File: src/rtl/uart_irq_pkg.sv
package uart_irq_pkg;

    localparam int NUM_SRC = 5;

    // enable bit positions
    localparam int EN_RX    = 0;
    localparam int EN_TX    = 1;
    localparam int EN_LINE  = 2;
    localparam int EN_MODEM = 3;
    localparam int EN_W     = 4;

    // source slots, slot 0 is the most urgent
    localparam int SLOT_LINE    = 0;
    localparam int SLOT_TIMEOUT = 1;
    localparam int SLOT_RXDATA  = 2;
    localparam int SLOT_TXEMPTY = 3;
    localparam int SLOT_MODEM   = 4;

    typedef enum logic [3:0] {
        IID_MODEM   = 4'h0,
        IID_NONE    = 4'h1,
        IID_TXEMPTY = 4'h2,
        IID_RXDATA  = 4'h4,
        IID_LINE    = 4'h6,
        IID_TIMEOUT = 4'hC
    } iid_e;

    typedef enum logic {
        THR_QUIET = 1'b0,
        THR_ARMED = 1'b1
    } thr_state_e;

    function automatic iid_e slot_code(input int slot);
        iid_e c;
        case (slot)
            SLOT_LINE:    c = IID_LINE;
            SLOT_TIMEOUT: c = IID_TIMEOUT;
            SLOT_RXDATA:  c = IID_RXDATA;
            SLOT_TXEMPTY: c = IID_TXEMPTY;
            SLOT_MODEM:   c = IID_MODEM;
            default:      c = IID_NONE;
        endcase
        return c;
    endfunction

endpackage

File: src/rtl/uart_irq_sources.sv
module uart_irq_sources
    import uart_irq_pkg::*;
#(
    parameter int CNT_W = 5
) (
    input  logic [EN_W-1:0]    ier,
    input  logic               fifo_en,
    input  logic [4:0]         line_stat,
    input  logic [CNT_W-1:0]   rx_level,
    input  logic [CNT_W-1:0]   rx_trigger,
    input  logic               rx_timeout,
    input  logic               thr_armed,
    input  logic [3:0]         msr_delta,
    output logic [NUM_SRC-1:0] req
);

    logic any_error;
    logic level_ok;

    always_comb begin
        any_error = |line_stat[4:1];
        level_ok  = !fifo_en || (rx_level >= rx_trigger);

        req                = '0;
        req[SLOT_LINE]     = ier[EN_LINE]  && any_error;
        req[SLOT_TIMEOUT]  = ier[EN_RX]    && rx_timeout;
        req[SLOT_RXDATA]   = ier[EN_RX]    && line_stat[0] && level_ok;
        req[SLOT_TXEMPTY]  = ier[EN_TX]    && thr_armed;
        req[SLOT_MODEM]    = ier[EN_MODEM] && (|msr_delta);
    end

endmodule

File: src/rtl/uart_irq_resolver.sv
module uart_irq_resolver
    import uart_irq_pkg::*;
(
    input  logic [NUM_SRC-1:0] req,
    output iid_e               code
);

    logic [NUM_SRC-1:0] grant;

    genvar g;
    generate
        for (g = 0; g < NUM_SRC; g++) begin : g_chain
            if (g == 0) begin : g_top
                assign grant[g] = req[g];
            end else begin : g_lower
                assign grant[g] = req[g] && !(|req[g-1:0]);
            end
        end
    endgenerate

    always_comb begin
        code = IID_NONE;
        for (int i = 0; i < NUM_SRC; i++) begin
            if (grant[i]) begin
                code = slot_code(i);
            end
        end
    end

endmodule

File: src/rtl/uart_irq_thr_fsm.sv
module uart_irq_thr_fsm
    import uart_irq_pkg::*;
(
    input  logic clk,
    input  logic rst_n,
    input  logic thre,
    input  logic thre_prev,
    input  logic ier_tx_old,
    input  logic ier_we,
    input  logic ier_tx_new,
    input  logic ack,
    output logic armed
);

    thr_state_e state_q;
    thr_state_e state_d;
    logic       drop;
    logic       arm;

    always_ff @(posedge clk or negedge rst_n) begin
        if (!rst_n) begin
            state_q <= THR_QUIET;
        end else begin
            state_q <= state_d;
        end
    end

    always_comb begin
        drop    = !thre || (ier_we && ier_tx_old && !ier_tx_new);
        arm     = (ier_we && !ier_tx_old && ier_tx_new) || !thre_prev;
        state_d = state_q;
        unique case (state_q)
            THR_QUIET: begin
                if (!drop && arm) begin
                    state_d = THR_ARMED;
                end
            end
            THR_ARMED: begin
                if (drop || (ack && !arm)) begin
                    state_d = THR_QUIET;
                end
            end
        endcase
    end

    always_comb begin
        armed = (state_q == THR_ARMED);
    end

endmodule

File: src/rtl/uart_irq_arbiter.sv
module uart_irq_arbiter
    import uart_irq_pkg::*;
#(
    parameter int CNT_W = 5
) (
    input  logic             clk,
    input  logic             rst_n,
    input  logic             ier_we,
    input  logic [3:0]       ier_wdata,
    input  logic             iir_rd,
    input  logic             fifo_en,
    input  logic [4:0]       line_stat,
    input  logic [CNT_W-1:0] rx_level,
    input  logic [CNT_W-1:0] rx_trigger,
    input  logic             rx_timeout,
    input  logic             thre,
    input  logic [3:0]       msr_delta,
    output logic [7:0]       iir,
    output logic             irq
);

    logic [EN_W-1:0]    ier_q;
    logic               thre_prev_q;
    logic               thr_armed;
    logic [NUM_SRC-1:0] req;
    iid_e               code;
    logic [7:0]         iir_q;
    logic               irq_q;
    logic               ack;

    always_ff @(posedge clk or negedge rst_n) begin
        if (!rst_n) begin
            ier_q       <= '0;
            thre_prev_q <= 1'b1;
        end else begin
            if (ier_we) begin
                ier_q <= ier_wdata;
            end
            thre_prev_q <= thre;
        end
    end

    always_comb begin
        ack = iir_rd && (iir_q[3:0] == IID_TXEMPTY);
    end

    uart_irq_thr_fsm u_thr (
        .clk        (clk),
        .rst_n      (rst_n),
        .thre       (thre),
        .thre_prev  (thre_prev_q),
        .ier_tx_old (ier_q[EN_TX]),
        .ier_we     (ier_we),
        .ier_tx_new (ier_wdata[EN_TX]),
        .ack        (ack),
        .armed      (thr_armed)
    );

    uart_irq_sources #(.CNT_W(CNT_W)) u_src (
        .ier        (ier_q),
        .fifo_en    (fifo_en),
        .line_stat  (line_stat),
        .rx_level   (rx_level),
        .rx_trigger (rx_trigger),
        .rx_timeout (rx_timeout),
        .thr_armed  (thr_armed),
        .msr_delta  (msr_delta),
        .req        (req)
    );

    uart_irq_resolver u_res (
        .req  (req),
        .code (code)
    );

    always_ff @(posedge clk or negedge rst_n) begin
        if (!rst_n) begin
            iir_q <= {4'h0, IID_NONE};
            irq_q <= 1'b0;
        end else begin
            iir_q <= {fifo_en, fifo_en, 2'b00, code};
            irq_q <= (code != IID_NONE);
        end
    end

    assign iir = iir_q;
    assign irq = irq_q;

endmodule

File: config.mk
export PLATFORM = sky130hd
export DESIGN_NAME = uart_irq_arbiter
export DESIGN_NICKNAME = d
export VERILOG_FILES = /design/src/rtl/uart_irq_pkg.sv /design/src/rtl/uart_irq_sources.sv /design/src/rtl/uart_irq_resolver.sv /design/src/rtl/uart_irq_thr_fsm.sv /design/src/rtl/uart_irq_arbiter.sv
export SDC_FILE = /design/constraint.sdc
export NUM_CORES = 1
export LEC_CHECK = 0
export BUFFER_PORTS_ARGS = -buffer_cell sky130_fd_sc_hd__buf_2
export CAP_MARGIN = 20
export CORE_UTILIZATION = 38
export DETAILED_ROUTE_END_ITERATION = 16
export PLACE_DENSITY_LB_ADDON = 0.1
export SLEW_MARGIN = 20
export SYNTH_ARGS = -nofsm -noshare
export SYNTH_HDL_FRONTEND = slang
export SYNTH_HIERARCHICAL = 1
export SYNTH_SLANG_ARGS = --single-unit
File: constraint.sdc
create_clock -name clk -period 3.4 [get_ports clk]
set_input_delay 0.85 -clock clk [delete_from_list [all_inputs] [get_ports clk]]
set_output_delay 0.85 -clock clk [all_outputs]
set_load 0.01 [all_outputs]
==> impl_metrics.tcl, run 1 <==
set metrics [dict create \
    syn_area_sq_um 635.6 \
    clock_sinks 12 \
    worst_ep_arrival_time_ns 2.67 \
    outcome "completed" \
    dp_hpwl_um 974.2 \
    holdBufCountCts 0 \
    avgViaCountPerCell 4.900 \
    io_pins 39 \
    core-area_sq_um 1541 \
    ff_latch_area_sq_um 302.8 \
    die_x_um 42.90 \
    cts.clk_slew.worst_paths_ns 0.07 \
    num-fill-cells 151 \
    synth.distinct_cells 24 \
    required_ns 3.54 \
    hold_viol_final 0 \
    synth_top_cell_by_area "dfrtp_1" \
    insertion_delay_ns 0.27 \
    vdd_drop_max_uv 210.2 \
    drcViolationCount 0 \
    drv_slew 0 \
    cap_violations 0 \
    die_height_um 42.90 \
    syn_to_final_growth_pct 34.25 \
    grt_pass1_vias 510 \
    yosys_warnings 6 \
    grt_pass1_wl_mm 2.104 \
    cts-buffers-inserted 3 \
    ys_seq_area_frac 0.4764 \
    fp-row-count 14 \
    grtUsageTotal 0.1594 \
    max_freq_mhz 395.6 \
    reg2reg_slack_ns 1.69 \
    portBuffers 36 \
    min_period_over_period 0.7434 \
    setup_ws_ns 0.8723 \
    ctsHtreeMaxLevel 1 \
    clock_path_buffers 2 \
    dieArea_sq_um 1840 \
    syn_inst 56 \
    netlist_top_cells_area "dfrtp_1 39%, ha_1 9.8%, dfstp_2 8.3%, mux2_2 7.1%, buf_4 3.5%" \
    syn_avg_cell_area_sq_um 11.35 \
    synth_top_area_frac 0.3937 \
    critPathKind "in2reg" \
    synth_seq_cells 12 \
    cts_tree "built" \
    grt_max_degree 13 \
    cp-end-kind "flip-flop" \
    antenna_found_initial 0 \
    drive_gt1_frac 0.5106 \
    dp_slack_ns 0.5638 \
    post_cts_resized 0 \
    post-cts-setup-buffers 0 \
    hold_path_class "in2async" \
    rsz0062_at_grt "no" \
    final_nets 130 \
    ant_nets 0 \
    fin_setup_tns_ns 0 \
    overflow 0 \
    multi_input_area_sq_um 291.5 \
    gp_congestion 0.6807 \
    clock_skew_ns 0.002481 \
    crit_fanout 3 \
    routedWlPerCell_um 10.56 \
    dr.pass1.iters 1 \
    start_util 0.4123 \
    vias 539 \
    rr_endpoint "irq" \
    setup_viol 0 \
    drt_iter0_drc 0 \
    p_per_area_nw_per_um2 402.9 \
    rr_worst_depth 5 \
    wl_mm 1.162 \
    p_leak_uw 0.0004564 \
    period_needed_ns 2.528 \
    rr_startpoint "ier_q[0]" \
    cp-start-kind "input pin" \
    diodes 0 \
    cts_root_buf "clkbuf_4" \
]
## final cells by class
cell class,count,area share
Sequential cell,12,0.3548
Multi-Input combinational cell,36,0.3416
Timing Repair Buffer,36,0.2111
Clock buffer,4,0.04252
Inverter,6,0.02639
Tap cell,16,0.02346
## metal layers
layer	track usage	up-vias	wire (um)
met5	0	-	0
met4	0.03750	0	0
met3	0.07660	0	102
met2	0.2697	28	549
met1	0.1793	242	510
li1	-	269	-
## Yosys cell counts (all sizes together)
master / n
a21oi: 1
nor3: 1
buf: 3
nand2: 2
inv: 6
or3: 1
dfstp: 2
nand2b: 2
mux2: 4
and4b: 1
or4b: 1
a31oi: 2
nor2b: 2
a21o: 2
o21a: 1
ha: 5
o22ai: 1
a211oi: 1
nor2: 2
conb: 1
nand4: 1
dfrtp: 10
and2: 2
o41a: 2
## logic make-up (layout without fill, tap and decap cells)
group	count (synthesis)	in the layout	share of synthesized area
other	1	2	0.005900
adders and majority gates	5	5	0.09843
muxes	4	4	0.07086
buffers and inverters	9	46	0.07086
AOI/OAI and AO/OA	10	10	0.1201
DFF	12	12	0.4764
and+or+nand+nor	15	15	0.1575
## cells in the final DEF, fill, tap and decap left out
| cell | n |
|---|---|
| a211oi_1 | 1 |
| a21o_1 | 2 |
| a21oi_1 | 1 |
| a31oi_1 | 2 |
| and2_1 | 2 |
| and4b_1 | 1 |
| buf_2 | 36 |
| clkbuf_4 | 3 |
| clkbuf_8 | 1 |
| conb_1 | 2 |
| dfrtp_1 | 10 |
| dfstp_2 | 2 |
| ha_1 | 5 |
| inv_1 | 6 |
| mux2_2 | 4 |
| nand2_1 | 2 |
| nand2b_1 | 2 |
| nand4_1 | 1 |
| nor2_1 | 2 |
| nor2b_1 | 2 |
| nor3_2 | 1 |
| o21a_1 | 1 |
| o22ai_1 | 1 |
| o41a_1 | 2 |
| or3_4 | 1 |
| or4b_1 | 1 |
## per-stage QoR
step | cell area (sq um) | hold WS (ns) | cells | total power, uW | utilization
floorplan | 639.4 | 0.4814 | 57 | 204.7 | -
global placement | 817.0 | 0.4996 | 106 | 233.8 | 0.5300
detailed placement | 817.0 | 0.4989 | 106 | 235.4 | 0.5300
CTS | 853.3 | 0.4343 | 110 | 351.7 | 0.5536
global route | 853.3 | 0.4339 | 110 | 368.9 | 0.5536
finish | 853.3 | 0.4380 | 110 | 343.8 | 0.5536
## worst max-delay path by stage
stage	startpoint	slack [ns]	endpoint
floorplan	rx_trigger[2]	0.80	irq
global placement	rx_level[4]	0.64	irq
detailed placement	rx_level[2]	0.56	irq
CTS	rx_level[2]	0.87	irq
global route	rx_level[0]	0.73	irq
finish	rx_level[2]	0.87	irq
## state kept, by name, indices dropped and copies added, names as in the netlist
register and count:
ier_q 4, iir 5, irq 1, thre_prev_q 1, u_thr/armed 1
## worst max-delay path, cell delays in order
cell and delay [ns]:
buf_2 0.10, ha_1 0.30, a21o_1 0.16, a31oi_1 0.13
o22ai_1 0.11, or3_4 0.40, nor3_2 0.14, or4b_1 0.47
## where the power goes
group / total, uW / internal, uW / switching [uW]
combinational: 68.8 / 37.5 / 31.2
clock: 112 / 65.1 / 46.8
sequential: 163 / 157 / 6.39
total: 344 / 259 / 84.5
(Power assumes the default switching activity.)
==> run 2, diff against run 1 <==
--- a/config.mk
+++ b/config.mk
@@ -5,6 +5,7 @@
 export SDC_FILE = /design/constraint.sdc
 export NUM_CORES = 1
 export LEC_CHECK = 0
+export ABC_AREA = 1
 export BUFFER_PORTS_ARGS = -buffer_cell sky130_fd_sc_hd__buf_2
 export CAP_MARGIN = 20
 export CORE_UTILIZATION = 38
==> constraint.sdc (replaced) <==
create_clock -name clk -period 2.3 [get_ports clk]
set_input_delay 0.575 -clock clk [delete_from_list [all_inputs] [get_ports clk]]
set_output_delay 0.575 -clock clk [all_outputs]
set_load 0.01 [all_outputs]
==> impl_metrics.tcl, run 2 <==
set metrics [dict create \
    largest_reg_flops 5 \
    p_leak_uw 0.0005707 \
    ys_seq_area_frac 0.4329 \
    worst_ep_arrival_time_ns 1.71 \
    design_area_sq_um 928.4 \
    cp-start-kind "input pin" \
    ant_nets 0 \
    cts_root_buf "clkbuf_4" \
    cp-end-kind "flip-flop" \
    diodes 0 \
    clock_skew_ns 0.006554 \
    layout_common_cells "36 x buf_2, 25 x nand2_1, 23 x inv_1, 17 x nor2_1, 10 x dfrtp_1" \
    syn_area_sq_um 699.4 \
    min_period_over_period 0.6786 \
    ys.flop_type "dfrtp_1" \
    yosysMostFrequentCell "nand2_1" \
    cts_tree "built" \
    rsz0062_at_grt "no" \
    post-cts-setup-buffers 0 \
    hold_viol_final 0 \
    clock_sinks 12 \
    wl_mm 1.244 \
    placed_area_sq_um 892.1 \
    post_cts_resized 0 \
    final_nets 171 \
    layout_commonest_cell "buf_2" \
    holdBufCountCts 0 \
    io_pins 39 \
    cts.clk_slew.worst_paths_ns 0.08 \
    synth_edf_count 0 \
    outcome "completed" \
    synth_top_cell_by_area "dfrtp_1" \
    max_freq_mhz 640.7 \
    synth.distinct_cells 13 \
    grt_pass1_vias 593 \
    vdd_drop_max_uv 435.8 \
    synthArstFlopShare 1.000 \
    die_x_um 44.90 \
    overflow 0 \
    dieArea_sq_um 2016 \
    clock_path_buffers 2 \
    synth_seq_cells 12 \
    rr_worst_depth 4 \
    portBuffers 36 \
    dp_slack_ns 0.4308 \
    required_ns 2.45 \
    insertion_delay_ns 0.27 \
    syn_inst 97 \
    critPathKind "in2reg" \
    die_height_um 44.90 \
    syn_avg_cell_area_sq_um 7.211 \
    drv_slew 0 \
    setup_ws_ns 0.7391 \
    grt_pass1_wl_mm 2.187 \
    p_per_area_nw_per_um2 552.7 \
    fin_setup_tns_ns 0 \
    synth_top_area_frac 0.3578 \
    yosys_warnings 6 \
    cap_violations 0 \
    ctsHtreeMaxLevel 1 \
    drcViolationCount 0 \
    dr.pass1.iters 4 \
    grtUsageTotal 0.1526 \
    post-route-util 0.5377 \
    drive_gt1_frac 0.3185 \
    hold_path_class "in2async" \
    antenna_found_initial 0 \
    vias 650 \
    avgViaCountPerCell 4.063 \
    core-area_sq_um 1727 \
    cts-buffers-inserted 3 \
    grt_max_degree 13 \
    syn_to_final_growth_pct 32.74 \
    crit_fanout 3 \
    setup_viol 0 \
    fp-row-count 15 \
    netlist_top_cells_area "dfrtp_1 36%, nand2_1 13%, inv_1 12%, nor2_1 9.1%, ha_1 8.9%" \
    netlist_top_cells_count "25 x nand2_1, 23 x inv_1, 17 x nor2_1" \
    drt_iter0_drc 9 \
    gp_congestion 0.6866 \
    start_util 0.4051 \
    dp_hpwl_mm 1.076 \
    routedWlPerCell_um 7.775 \
    period_needed_ns 1.561 \
]
==> run 2: final timing paths <==
kind / start / to / slack, ns
worst min-delay path: rst_n / ier_q[3] / 0.16
worst min register to register: ier_q[3] / ier_q[3] / 0.52
max in group asynchronous: rst_n / thre_prev_q / 1.87
worst max register to register: ier_q[2] / irq / 1.11
worst max-delay path: rx_level[4] / irq / 0.74
min in group clk: thre / thre_prev_q / 0.41
==> run 2: routing by layer <==
| layer | up-vias | global-route usage | share of wire |
|---|---|---|---|
| li1 | 357 | - | - |
| met1 | 266 | 0.1717 | 0.46 |
| met2 | 25 | 0.2618 | 0.47 |
| met3 | 2 | 0.06000 | 0.064 |
| met4 | 0 | 0.05455 | 0.0080 |
| met5 | - | 0 | 0 |
==> run 2: final cells by class <==
cell class	instances	area, sq um
Tap cell	25	31.28
Multi-Input combinational cell	60	291.5
Timing Repair Buffer	36	180.2
Sequential cell	12	302.8
Fill cell	197	798.3
Inverter	23	86.33
Clock buffer	4	36.28
==> run 2: power breakdown <==
group / switching [uW] / internal [uW] / leakage [uW]
Sequential: 8.99 / 231 / 0.000139
Clock: 68.9 / 96.2 / 0.0000210
Combinational: 57.8 / 50.0 / 0.000410
==> run 2: metrics by stage <==
step                      total power (uW)  hold slack (ns)  cells
final                                513.1           0.1591    160
after detailed placement             354.2           0.4624    156
after global placement               350.9           0.4649    156
after floorplan                      306.7           0.2794     98
after CTS                            523.4           0.1578    160
after global routing                 550.0           0.1641    160
==> run 2: cells by family after synthesis <==
logic type	share of synthesized area
AND/OR/NAND/NOR	0.2665
buffers and inverters	0.1556
flip-flops	0.4329
AO/OA/AOI/OAI	0.05008
adder cells (fa/ha/maj)	0.08945
other	0.005362
==> run 2: critical path: stages <==
cell and delay [ns]:
buf_2 0.10, ha_1 0.32, nand2_1 0.08, inv_1 0.04
nor2_1 0.08, nand2_1 0.06, nor2_1 0.08, nor2_1 0.05
nor2_1 0.08, nand2_1 0.06, nor2_1 0.12, nand3b_1 0.09
==> run 3, diff against run 2 <==
==> constraint.sdc (replaced) <==
create_clock -name clk -period 1.5 [get_ports clk]
set_input_delay 0.375 -clock clk [delete_from_list [all_inputs] [get_ports clk]]
set_output_delay 0.375 -clock clk [all_outputs]
set_load 0.01 [all_outputs]
==> impl_metrics.tcl, run 3 (synthesis gave the netlist of run 2 again) <==
set metrics [dict create \
    startpoint "rx_level[4]" \
    syn_to_final_growth_pct 36.31 \
    layout_commonest_cell "buf_2" \
    switching_share 0.2641 \
    wl_mm 1.273 \
    start_util 0.4051 \
    antenna_found_initial 0 \
    layout_common_cells "36 x buf_2, 25 x nand2_1, 23 x inv_1, 17 x nor2_1, 10 x dfrtp_1" \
    critPathKind "in2reg" \
    clock_skew_ns 0.007024 \
    drv_slew 0 \
    drive_gt1_frac 0.3261 \
    power.switching_uw 211.1 \
    min_period_over_period 0.9042 \
    dieArea_sq_um 2016 \
    grt_max_degree 13 \
    hold_viol_final 0 \
    p_total_uw 799.1 \
    dp_hpwl_mm 1.073 \
    dr.pass1.iters 4 \
    die_x_um 44.90 \
    num-fill-cells 189 \
    clock_sinks 12 \
    hold_path_class "in2reg" \
    dp_slack_ns -0.1436 \
    cap_violations 0 \
    vias 655 \
    required_ns 1.65 \
    final_nets 174 \
    overflow 0 \
    max_freq_mhz 737.3 \
    io_pins 39 \
    p_per_area_nw_per_um2 838.1 \
    pwr-share-seq 0.460 \
    vdd_drop_max_uv 545.3 \
    cp-start-kind "input pin" \
    gp_congestion 0.7063 \
    portBuffers 36 \
    cts_tree "built" \
    cp-end-kind "flip-flop" \
    avgViaCountPerCell 4.018 \
    worst_ep_arrival_time_ns 1.51 \
    diodes 0 \
    post-cts-setup-buffers 0 \
    insertion_delay_ns 0.27 \
    ant_nets 0 \
    fp-row-count 15 \
    clock_path_buffers 2 \
    die_height_um 44.90 \
    cp_cell_sequence "buf_2 > ha_1 > nand2_1 > inv_1 > nor2_1 > nand2_1 > nor2_1 > nor2_1 > nor2_1 > nand2_1 > nor2_1 > nand3b_1" \
    period_needed_ns 1.356 \
    rr_startpoint "ier_q[2]" \
    drt_iter0_drc 9 \
    crit_fanout 3 \
    min_from "thre" \
    rsz0062_at_grt "no" \
    routedWlPerCell_um 7.810 \
    setup_ws_ns 0.1436 \
    ctsHtreeMaxLevel 1 \
    cts-buffers-inserted 3 \
    crit_slowest_cell "ha_1" \
    cts.clk_slew.worst_paths_ns 0.07 \
    largest_reg_flops 5 \
    setup_viol 0 \
    clockPowerShare 0.318 \
    outcome "completed" \
    power_frac_comb 0.222 \
    grt_pass1_vias 610 \
    post_cts_resized 0 \
    core-area_sq_um 1727 \
    critPathMaxStageDelay_ns 0.32 \
    p_leak_uw 0.0005849 \
    p_int_uw 588.0 \
    cts_root_buf "clkbuf_4" \
    cp_common_cell "nor2_1" \
    drcViolationCount 0 \
    grtUsageTotal 0.1602 \
    grt_pass1_wl_mm 2.283 \
]
-- run 3: cell count changes in the layout (fill, tap and decap cells not counted), sizes merged --
| cell | delta |
|---|---|
| buf | +2 |
| dlygate4sd3 | +1 |
-- run 3: stage by stage --
stage	std cells	area, sq um	util	hold slack, ns	setup TNS, ns
4_1_cts	163	953.4	0.5522	0.1965	0
2_1_floorplan	98	703.2	-	0.07941	0
3_5_place_dp	158	907.1	0.5254	0.2626	-0.3478
6_report	163	953.4	0.5522	0.2113	0
3_3_place_gp	158	907.1	0.5254	0.2626	-0.2405
5_1_grt	163	953.4	0.5522	0.1921	0
-- run 3: layout make-up --
cell class,instances,area (sq um),share of cell area
multi-input combinational,60,291.5,0.3058
clock buffer,4,36.28,0.03806
timing repair buffer,39,205.2,0.2152
sequential,12,302.8,0.3176
inverter,23,86.33,0.09055
tap,25,31.28,0.03281
-- run 3: path summary, 6_finish.rpt --
check,to,slack [ns],cells after the start
hold / removal,thre_prev_q,0.21,1
setup reg to reg,irq,0.32,4
min in group asynchronous,u_thr/armed,0.50,2
setup / recovery,irq,0.14,12
hold reg to reg,ier_q[3],0.52,2
max in group asynchronous,thre_prev_q,0.73,2
-- run 3: power by group through the flow --
stage / Sequential, uW / Combinational, uW / Clock [uW]
detailed placement: 374 / 177 / 0
global route: 372 / 208 / 281
CTS: 368 / 180 / 265
finish: 368 / 178 / 254
floorplan: 381 / 89.1 / 0
global placement: 374 / 173 / 0
-- run 3: metal layers --
layer	vias up	GRT usage	wire, um
met2	25	0.2824	614
met1	269	0.1717	558
met3	0	0.06800	100
li1	361	-	-
met5	-	0	0
met4	0	0.05455	0
-- run 3: worst max-delay path: cells and delay by family --
family        cells  cell delay [ns]
fa+ha+maj         1             0.32
buf+inv           2             0.13
simple gates      9             0.69
-- run 3: what timing repair did --
item / in CTS / in global routing
hold buffers: 1 / 0
endpoints found under the setup margin: 0 / 0
endpoints found under the hold margin: 10 / 0
